$ cat src/rtl/rgbchain_pkg.sv
// Shared constants and types for the daisy-chain RGB frame transmitter.
// Assumes: one 32-bit word per node per frame, channels up to 10 bits wide.
package rgbchain_pkg;
    localparam int WORD_W = 32;
    localparam int CH_W   = 10;
    localparam int DC_W   = 7;

    typedef struct packed {
        logic [CH_W-1:0] red;
        logic [CH_W-1:0] grn;
        logic [CH_W-1:0] blu;
    } rgb_t;

    typedef enum logic [2:0] {
        S_IDLE, S_CFG, S_CFG_LAT, S_COL, S_BLANK, S_COL_LAT, S_SETTLE
    } seq_t;
endpackage

$ cat src/rtl/rgbchain_tick.sv
// Free-running divider: tick is high for one clk every DIV cycles.
// Assumes DIV >= 1; with DIV == 1 the tick is always high.
module rgbchain_tick #(
    parameter int DIV = 2
) (
    input  logic clk,
    input  logic rst_n,
    output logic tick
);
    generate
        if (DIV == 1) begin : g_pass
            assign tick = 1'b1;
        end else begin : g_div
            localparam int CNT_W = $clog2(DIV);
            logic [CNT_W-1:0] cnt;
            // Count 0..DIV-1 and wrap.
            always_ff @(posedge clk) begin
                if (!rst_n) cnt <= '0;
                else if (cnt == CNT_W'(DIV - 1)) cnt <= '0;
                else cnt <= cnt + 1'b1;
            end
            assign tick = (cnt == CNT_W'(DIV - 1));
        end
    endgenerate
endmodule

$ cat src/rtl/rgbchain_buf.sv
// Two-bank colour store. Writes land in the write bank; snap copies all
// nodes to the active bank, which feeds the shifter during a refresh.
// Assumes snap is asserted only when no refresh is in progress.
module rgbchain_buf
    import rgbchain_pkg::*;
#(
    parameter int NODES  = 2,
    parameter int NODE_W = 1
) (
    input  logic              clk,
    input  logic              rst_n,
    input  logic              wr_en,
    input  logic [NODE_W-1:0] wr_node,
    input  rgb_t              wr_rgb,
    input  logic              snap,
    input  logic [NODE_W-1:0] rd_node,
    output rgb_t              rd_rgb
);
    rgb_t wr_bank  [NODES];
    rgb_t act_bank [NODES];

    generate
        for (genvar n = 0; n < NODES; n++) begin : g_node
            // Hold software-visible colour for node n.
            always_ff @(posedge clk) begin
                if (!rst_n) wr_bank[n] <= '0;
                else if (wr_en && wr_node == NODE_W'(n)) wr_bank[n] <= wr_rgb;
            end
            // Freeze node n's colour for the refresh being started.
            always_ff @(posedge clk) begin
                if (!rst_n) act_bank[n] <= '0;
                else if (snap) act_bank[n] <= wr_bank[n];
            end
        end
    endgenerate

    assign rd_rgb = act_bank[rd_node];
endmodule

$ cat src/rtl/rgbchain_fmt.sv
// Builds the 32-bit configuration or colour word for one node.
// Assumes the caller holds all inputs stable while the word is shifted.
module rgbchain_fmt
    import rgbchain_pkg::*;
(
    input  logic              is_cfg,
    input  logic              wide,
    input  rgb_t              rgb,
    input  logic [DC_W-1:0]   dc_red,
    input  logic [DC_W-1:0]   dc_grn,
    input  logic [DC_W-1:0]   dc_blu,
    input  logic [1:0]        pwm_sel,
    output logic [WORD_W-1:0] word
);
    function automatic logic [CH_W-1:0] chan(input logic [CH_W-1:0] v, input logic w);
        return w ? v : {v[7:0], 2'b00};
    endfunction

    // Select the configuration or the colour layout.
    always_comb begin
        if (is_cfg)
            word = {1'b0, 1'b1, 2'b00, 1'b0, dc_blu, 3'b000, dc_red,
                    1'b0, pwm_sel, dc_grn};
        else
            word = {2'b00, chan(rgb.blu, wide), chan(rgb.red, wide),
                    chan(rgb.grn, wide)};
    end
endmodule

$ cat src/rtl/rgbchain_tx.sv
// Top: runs one refresh per accepted start. Configuration words, latch,
// colour words, blank, latch, settle, enable. Each bit takes three ticks
// (data, clock high, clock low), so data only moves while clock is low.
// Assumes NODES >= 1, SETTLE >= 1, and start is a synchronous request.
module rgbchain_tx
    import rgbchain_pkg::*;
#(
    parameter int NODES  = 2,
    parameter int DIV    = 2,
    parameter int SETTLE = 20,
    localparam int NODE_W = (NODES > 1) ? $clog2(NODES) : 1
) (
    input  logic              clk,
    input  logic              rst_n,
    input  logic              start,
    input  logic              wr_en,
    input  logic [NODE_W-1:0] wr_node,
    input  logic [9:0]        wr_red,
    input  logic [9:0]        wr_grn,
    input  logic [9:0]        wr_blu,
    input  logic              color10,
    input  logic [6:0]        dc_red,
    input  logic [6:0]        dc_grn,
    input  logic [6:0]        dc_blu,
    input  logic [1:0]        pwm_sel,
    output logic              sd_data,
    output logic              sd_clk,
    output logic              sd_latch,
    output logic              sd_en_n,
    output logic              busy,
    output logic              done
);
    localparam int SET_W = $clog2(SETTLE + 1);

    seq_t              state;
    logic              tick;
    logic              accept;
    logic [NODE_W-1:0] node;
    logic [4:0]        bitn;
    logic [1:0]        phase;
    logic [SET_W-1:0]  wait_cnt;
    logic              wide_q;
    logic [DC_W-1:0]   dcr_q, dcg_q, dcb_q;
    logic [1:0]        pwm_q;
    rgb_t              cur_rgb;
    logic [WORD_W-1:0] word;

    assign accept = (state == S_IDLE) && start;

    rgbchain_tick #(.DIV(DIV)) u_tick (.clk(clk), .rst_n(rst_n), .tick(tick));

    rgbchain_buf #(.NODES(NODES), .NODE_W(NODE_W)) u_buf (
        .clk(clk), .rst_n(rst_n), .wr_en(wr_en), .wr_node(wr_node),
        .wr_rgb('{red: wr_red, grn: wr_grn, blu: wr_blu}),
        .snap(accept), .rd_node(node), .rd_rgb(cur_rgb)
    );

    rgbchain_fmt u_fmt (
        .is_cfg(state == S_CFG), .wide(wide_q), .rgb(cur_rgb),
        .dc_red(dcr_q), .dc_grn(dcg_q), .dc_blu(dcb_q), .pwm_sel(pwm_q),
        .word(word)
    );

    // Capture the frame settings when a refresh is accepted.
    always_ff @(posedge clk) begin
        if (!rst_n) begin
            wide_q <= 1'b0; dcr_q <= '0; dcg_q <= '0; dcb_q <= '0; pwm_q <= '0;
        end else if (accept) begin
            wide_q <= color10; dcr_q <= dc_red; dcg_q <= dc_grn;
            dcb_q <= dc_blu; pwm_q <= pwm_sel;
        end
    end

    // Refresh sequencer and serial line drivers.
    always_ff @(posedge clk) begin
        if (!rst_n) begin
            state <= S_IDLE; node <= '0; bitn <= 5'd31; phase <= 2'd0;
            wait_cnt <= '0; sd_data <= 1'b0; sd_clk <= 1'b0;
            sd_latch <= 1'b0; sd_en_n <= 1'b1; busy <= 1'b0; done <= 1'b0;
        end else begin
            done <= 1'b0;
            if (state == S_IDLE) begin
                if (start) begin
                    busy <= 1'b1; state <= S_CFG; node <= '0;
                    bitn <= 5'd31; phase <= 2'd0;
                end
            end else if (tick) begin
                case (state)
                    S_CFG, S_COL: begin
                        case (phase)
                            2'd0: begin sd_data <= word[bitn]; phase <= 2'd1; end
                            2'd1: begin sd_clk <= 1'b1; phase <= 2'd2; end
                            default: begin
                                sd_clk <= 1'b0;
                                phase  <= 2'd0;
                                if (bitn == 5'd0) begin
                                    bitn <= 5'd31;
                                    if (node == NODE_W'(NODES - 1)) begin
                                        node  <= '0;
                                        state <= (state == S_CFG) ? S_CFG_LAT : S_BLANK;
                                    end else begin
                                        node <= node + 1'b1;
                                    end
                                end else begin
                                    bitn <= bitn - 1'b1;
                                end
                            end
                        endcase
                    end
                    S_CFG_LAT, S_COL_LAT: begin
                        if (phase == 2'd0) begin
                            sd_data <= 1'b0; sd_latch <= 1'b1; phase <= 2'd1;
                        end else begin
                            sd_latch <= 1'b0; phase <= 2'd0; wait_cnt <= '0;
                            state <= (state == S_CFG_LAT) ? S_COL : S_SETTLE;
                        end
                    end
                    S_BLANK: begin
                        sd_en_n <= 1'b1;
                        state   <= S_COL_LAT;
                    end
                    S_SETTLE: begin
                        if (wait_cnt == SET_W'(SETTLE - 1)) begin
                            sd_en_n <= 1'b0; busy <= 1'b0; done <= 1'b1;
                            state <= S_IDLE;
                        end else begin
                            wait_cnt <= wait_cnt + 1'b1;
                        end
                    end
                    default: state <= S_IDLE;
                endcase
            end
        end
    end
endmodule

$ cat config.mk
export PLATFORM = sky130hd
export DESIGN_NAME = rgbchain_tx
export DESIGN_NICKNAME = d
export VERILOG_FILES = /design/src/rtl/rgbchain_pkg.sv /design/src/rtl/rgbchain_tick.sv /design/src/rtl/rgbchain_buf.sv /design/src/rtl/rgbchain_fmt.sv /design/src/rtl/rgbchain_tx.sv
export SDC_FILE = /design/constraint.sdc
export NUM_CORES = 1
export LEC_CHECK = 0
export BUFFER_PORTS_ARGS = -buffer_cell sky130_fd_sc_hd__buf_2
export CORE_ASPECT_RATIO = 1.4
export CORE_UTILIZATION = 50
export DETAILED_ROUTE_END_ITERATION = 10
export PLACE_DENSITY_LB_ADDON = 0.12
export SLEW_MARGIN = 20
export SYNTH_ARGS = -nofsm -noshare
export SYNTH_HDL_FRONTEND = slang
export SYNTH_SLANG_ARGS = --single-unit
$ cat constraint.sdc
create_clock -name clk -period 3.95 [get_ports clk]
set_input_delay 0.395 -clock clk [delete_from_list [all_inputs] [get_ports clk]]
set_output_delay 0.395 -clock clk [all_outputs]
set_load 0.005 [all_outputs]
==> results.md <==
* Drt first pass iters at 4
* Min Clock Period, post-route at 2478 ps
* Worst-path maximum fanout at 47
* CTS sink count at 168
* IO Count at 65
* Crit share post-route at 62.73%
* Fill count at 1,288
* Maximum vdd drop at 0.0003076 V
* Crit path buf inv count at 1
* Worst EP required at 4240 ps
* EDFF count, synth at 120
* Synth top area cells: edfxtp_1 47%, dfxtp_1 13%, and2_1 5.4%
* Post-synthesis average cell area at 11.63 sq um
* Worst setup path startpoint: state[2]
* ANT nets after route at 0
* Syn_nets at 719
* Post-CTS Hold Fix Bufs at 0
* # rows at 53
* Nets at 765
* GRT Overall Usage at 20.62%
* Critical path startpoint category: register
* Port Buffers at 64
* Initial Util at 51.07%
* Final setup fails at 0
* RSZ-0062 raised after global routing: no
* Async SR Flop Fraction at 0%
* Worst-Skew Late Latency at 420 ps
* Reg-to-Reg Start: state[2]
* Initial DRC count at 318
* GP Congestion at 0.8429
* Cell taking the most area after synthesis: edfxtp_1
* Critical Path AT at 2770 ps
* Full die area at 15,810 sq um
* Largest net degree at the start of global routing at 74
* Crit path max-delay family: simple AND/OR/NAND/NOR gates
* Post-synth top area share at 47.08%
* DRC viols at 0
* Worst Hold Class: in -> reg
* Syn-to-layout area delta at 12.51%
* Synth Register Bits at 168
* Die X at 106.6 um
* Hold path startpoint: dc_grn[0]
* Synth cell types at 69
* Crit-path slowest cell: and2_2
* Max Cap Violations at 0
* Slew headroom at 44.62%
* Critical path class: reg -> reg
* First-pass GRT wire length at 24,930 um
* Crit path cell chain: nor3_2 > and2_2 > buf_4 > and3_1
* Mapped Area at 7654 sq um
* Slew Limit Fails at 0
* Clock root buffer: clkbuf_16
* Register area share after synthesis at 59.64%
* Bufs on Longest Clock Path at 2
* HPWL after detailed placement at 10,190 um
* Num CTS Buffers at 17
* Status: finished, final reports clean
* Placed cells at 877
* Mapped Cells at 658
* Cts repair resizes at 0
* Worst Setup End Kind: register
* Predominant post-synthesis flop cell: edfxtp_1
* Clock slew at reported path FFs at 60 ps
* H-Tree Level Count at 4
* Worst Tran Pin Value at 829.5 ps
* Multi-input logic area at 2839 sq um
* GRT overflow at 0
* Via/cell ratio at 5.572
* Vias in the first global route at 4,968
* DR WL/cell at 16.52 um
* PwrDens at 530.4 nW/um^2
* Share of layout cells above drive strength 1 at 18.18%
* Fmax at 403.6 MHz
* Initial antenna violation count at 0
* Pleak at 3.428 nW
* Largest stage delay, worst path at 700 ps
* Core box area at 14,990 sq um
* Register area at 4564 sq um
* Setup bufs post-CTS at 0
* Routed vias at 5,054
* Final cell count without fillers at 907
* CTS tree: built
* Routed wire length at 14,990 um
* Setup TNS at 0 ps
* Synth warnings at 0
* Inserted Diodes at 0
* Fin. Hold Viols at 0
* Post-Route Skew at 6.361 ps
* Die Y at 148.4 um
==> power by group <==
part	switching (mW)	internal, mW	total (mW)
Sequential	0.123	2.17	2.29
Combinational	0.472	0.291	0.763
Clock	0.656	0.859	1.52
==> worst register-to-register path, delay by kind of cell (launching register included) <==
family	cells	cell delay, ps
and+or+nand+nor	3	1410
buffers and inverters	1	470
DFF	1	480
==> worst paths after layout <==
kind,endpoint,slack (ps),depth (start not counted)
worst max register to register,u_buf.act_bank[0][5],1470,4
worst max-delay path,u_buf.act_bank[0][5],1470,4
worst min register to register,dcg_q[3],460,2
worst min-delay path,dcg_q[0],210,3
==> cell usage after synthesis (3+ instances only) <==
cell      instances
buf_4             3
nor2b_1           9
dfxtp_1          48
o21a_1            4
a22oi_1           8
edfxtp_1        120
nand4_1           7
a21oi_1          37
or3_1             3
o31ai_1           3
a31oi_1           3
nor3_1            8
nand3_1           9
and2_1           66
mux2_2            7
and4_1            4
inv_1             5
nand2_1          73
nor2_1           27
o21ai_0          14
xor2_1            4
buf_2            11
mux2i_1          26
clkbuf_1         32
nand2b_1          4
and3_1           64
mux4_2            5
==> layout make-up <==
| cell class | count | area share [%] |
|---|---|---|
| repair buffers | 76 | 4.766 |
| clock inverters | 11 | 1.177 |
| multi-input cells | 435 | 32.97 |
| well taps | 192 | 2.790 |
| clock buffers | 19 | 5.028 |
| flip-flops and latches | 168 | 53.01 |
| inverters | 6 | 0.2616 |
==> registers in the layout, summed over array words and instances, names as in the netlist, 2 cells and up, named ones only <==
name and flops:
bitn 5, dcb_q 7, dcg_q 7, dcr_q 7
phase 2, pwm_q 2, state 3, u_buf.act_bank 60
u_buf.wr_bank 60, wait_cnt 5
==> through the flow <==
stage	setup WS (ps)	utilization, %	power (mW)	hold slack (ps)	instance area (sq um)
3_5_place_dp	1509	53.89	3.091	449.5	8077
3_3_place_gp	1544	53.89	3.072	440.0	8077
4_1_cts	1477	57.46	4.605	192.2	8611
6_report	1472	57.46	4.567	207.4	8611
2_1_floorplan	916.8	-	2.877	433.1	7654
5_1_grt	1250	57.46	4.796	192.1	8611
==> per-layer routing <==
layer  GRT usage [%]  wire (um)  vias up
met2           34.48       7677       99
met5               0          0        -
li1                -          -     2493
met3           5.346        564       28
met4           8.082        381        0
met1           25.45       6361     2434
==> cell families (layout without fill, tap and decap cells) <==
kind of cell / count (synthesis) / in the layout / synth area share [%]
AOI/OAI and AO/OA: 96 / 96 / 8.387
xor gates and xnor gates: 6 / 6 / 0.6866
adders and majority gates: 2 / 2 / 0.3269
buffers and inverters: 55 / 112 / 3.433
DFF: 168 / 168 / 59.64
muxes: 40 / 40 / 6.392
and+or+nand+nor: 291 / 291 / 21.14
==> cell usage in the layout, fill, tap and decap left out, types with 3 or more instances in the layout <==
cell	n
o31ai_1	3
or3_1	3
nand2b_1	4
nand3_1	9
o21a_1	4
edfxtp_1	120
nor2b_1	9
mux4_2	5
clkinvlp_4	3
and4_1	4
and3_1	64
nand2_1	72
o21ai_0	13
mux2i_1	26
nand4_1	7
a31oi_1	3
xor2_1	4
buf_2	64
buf_4	12
and2_1	65
clkbuf_16	17
dfxtp_1	48
a21oi_1	37
mux2_2	7
nor2_1	27
nor3_1	7
a22oi_1	8
inv_1	5
No activity file was read; power rests on OpenSTA's default activity.
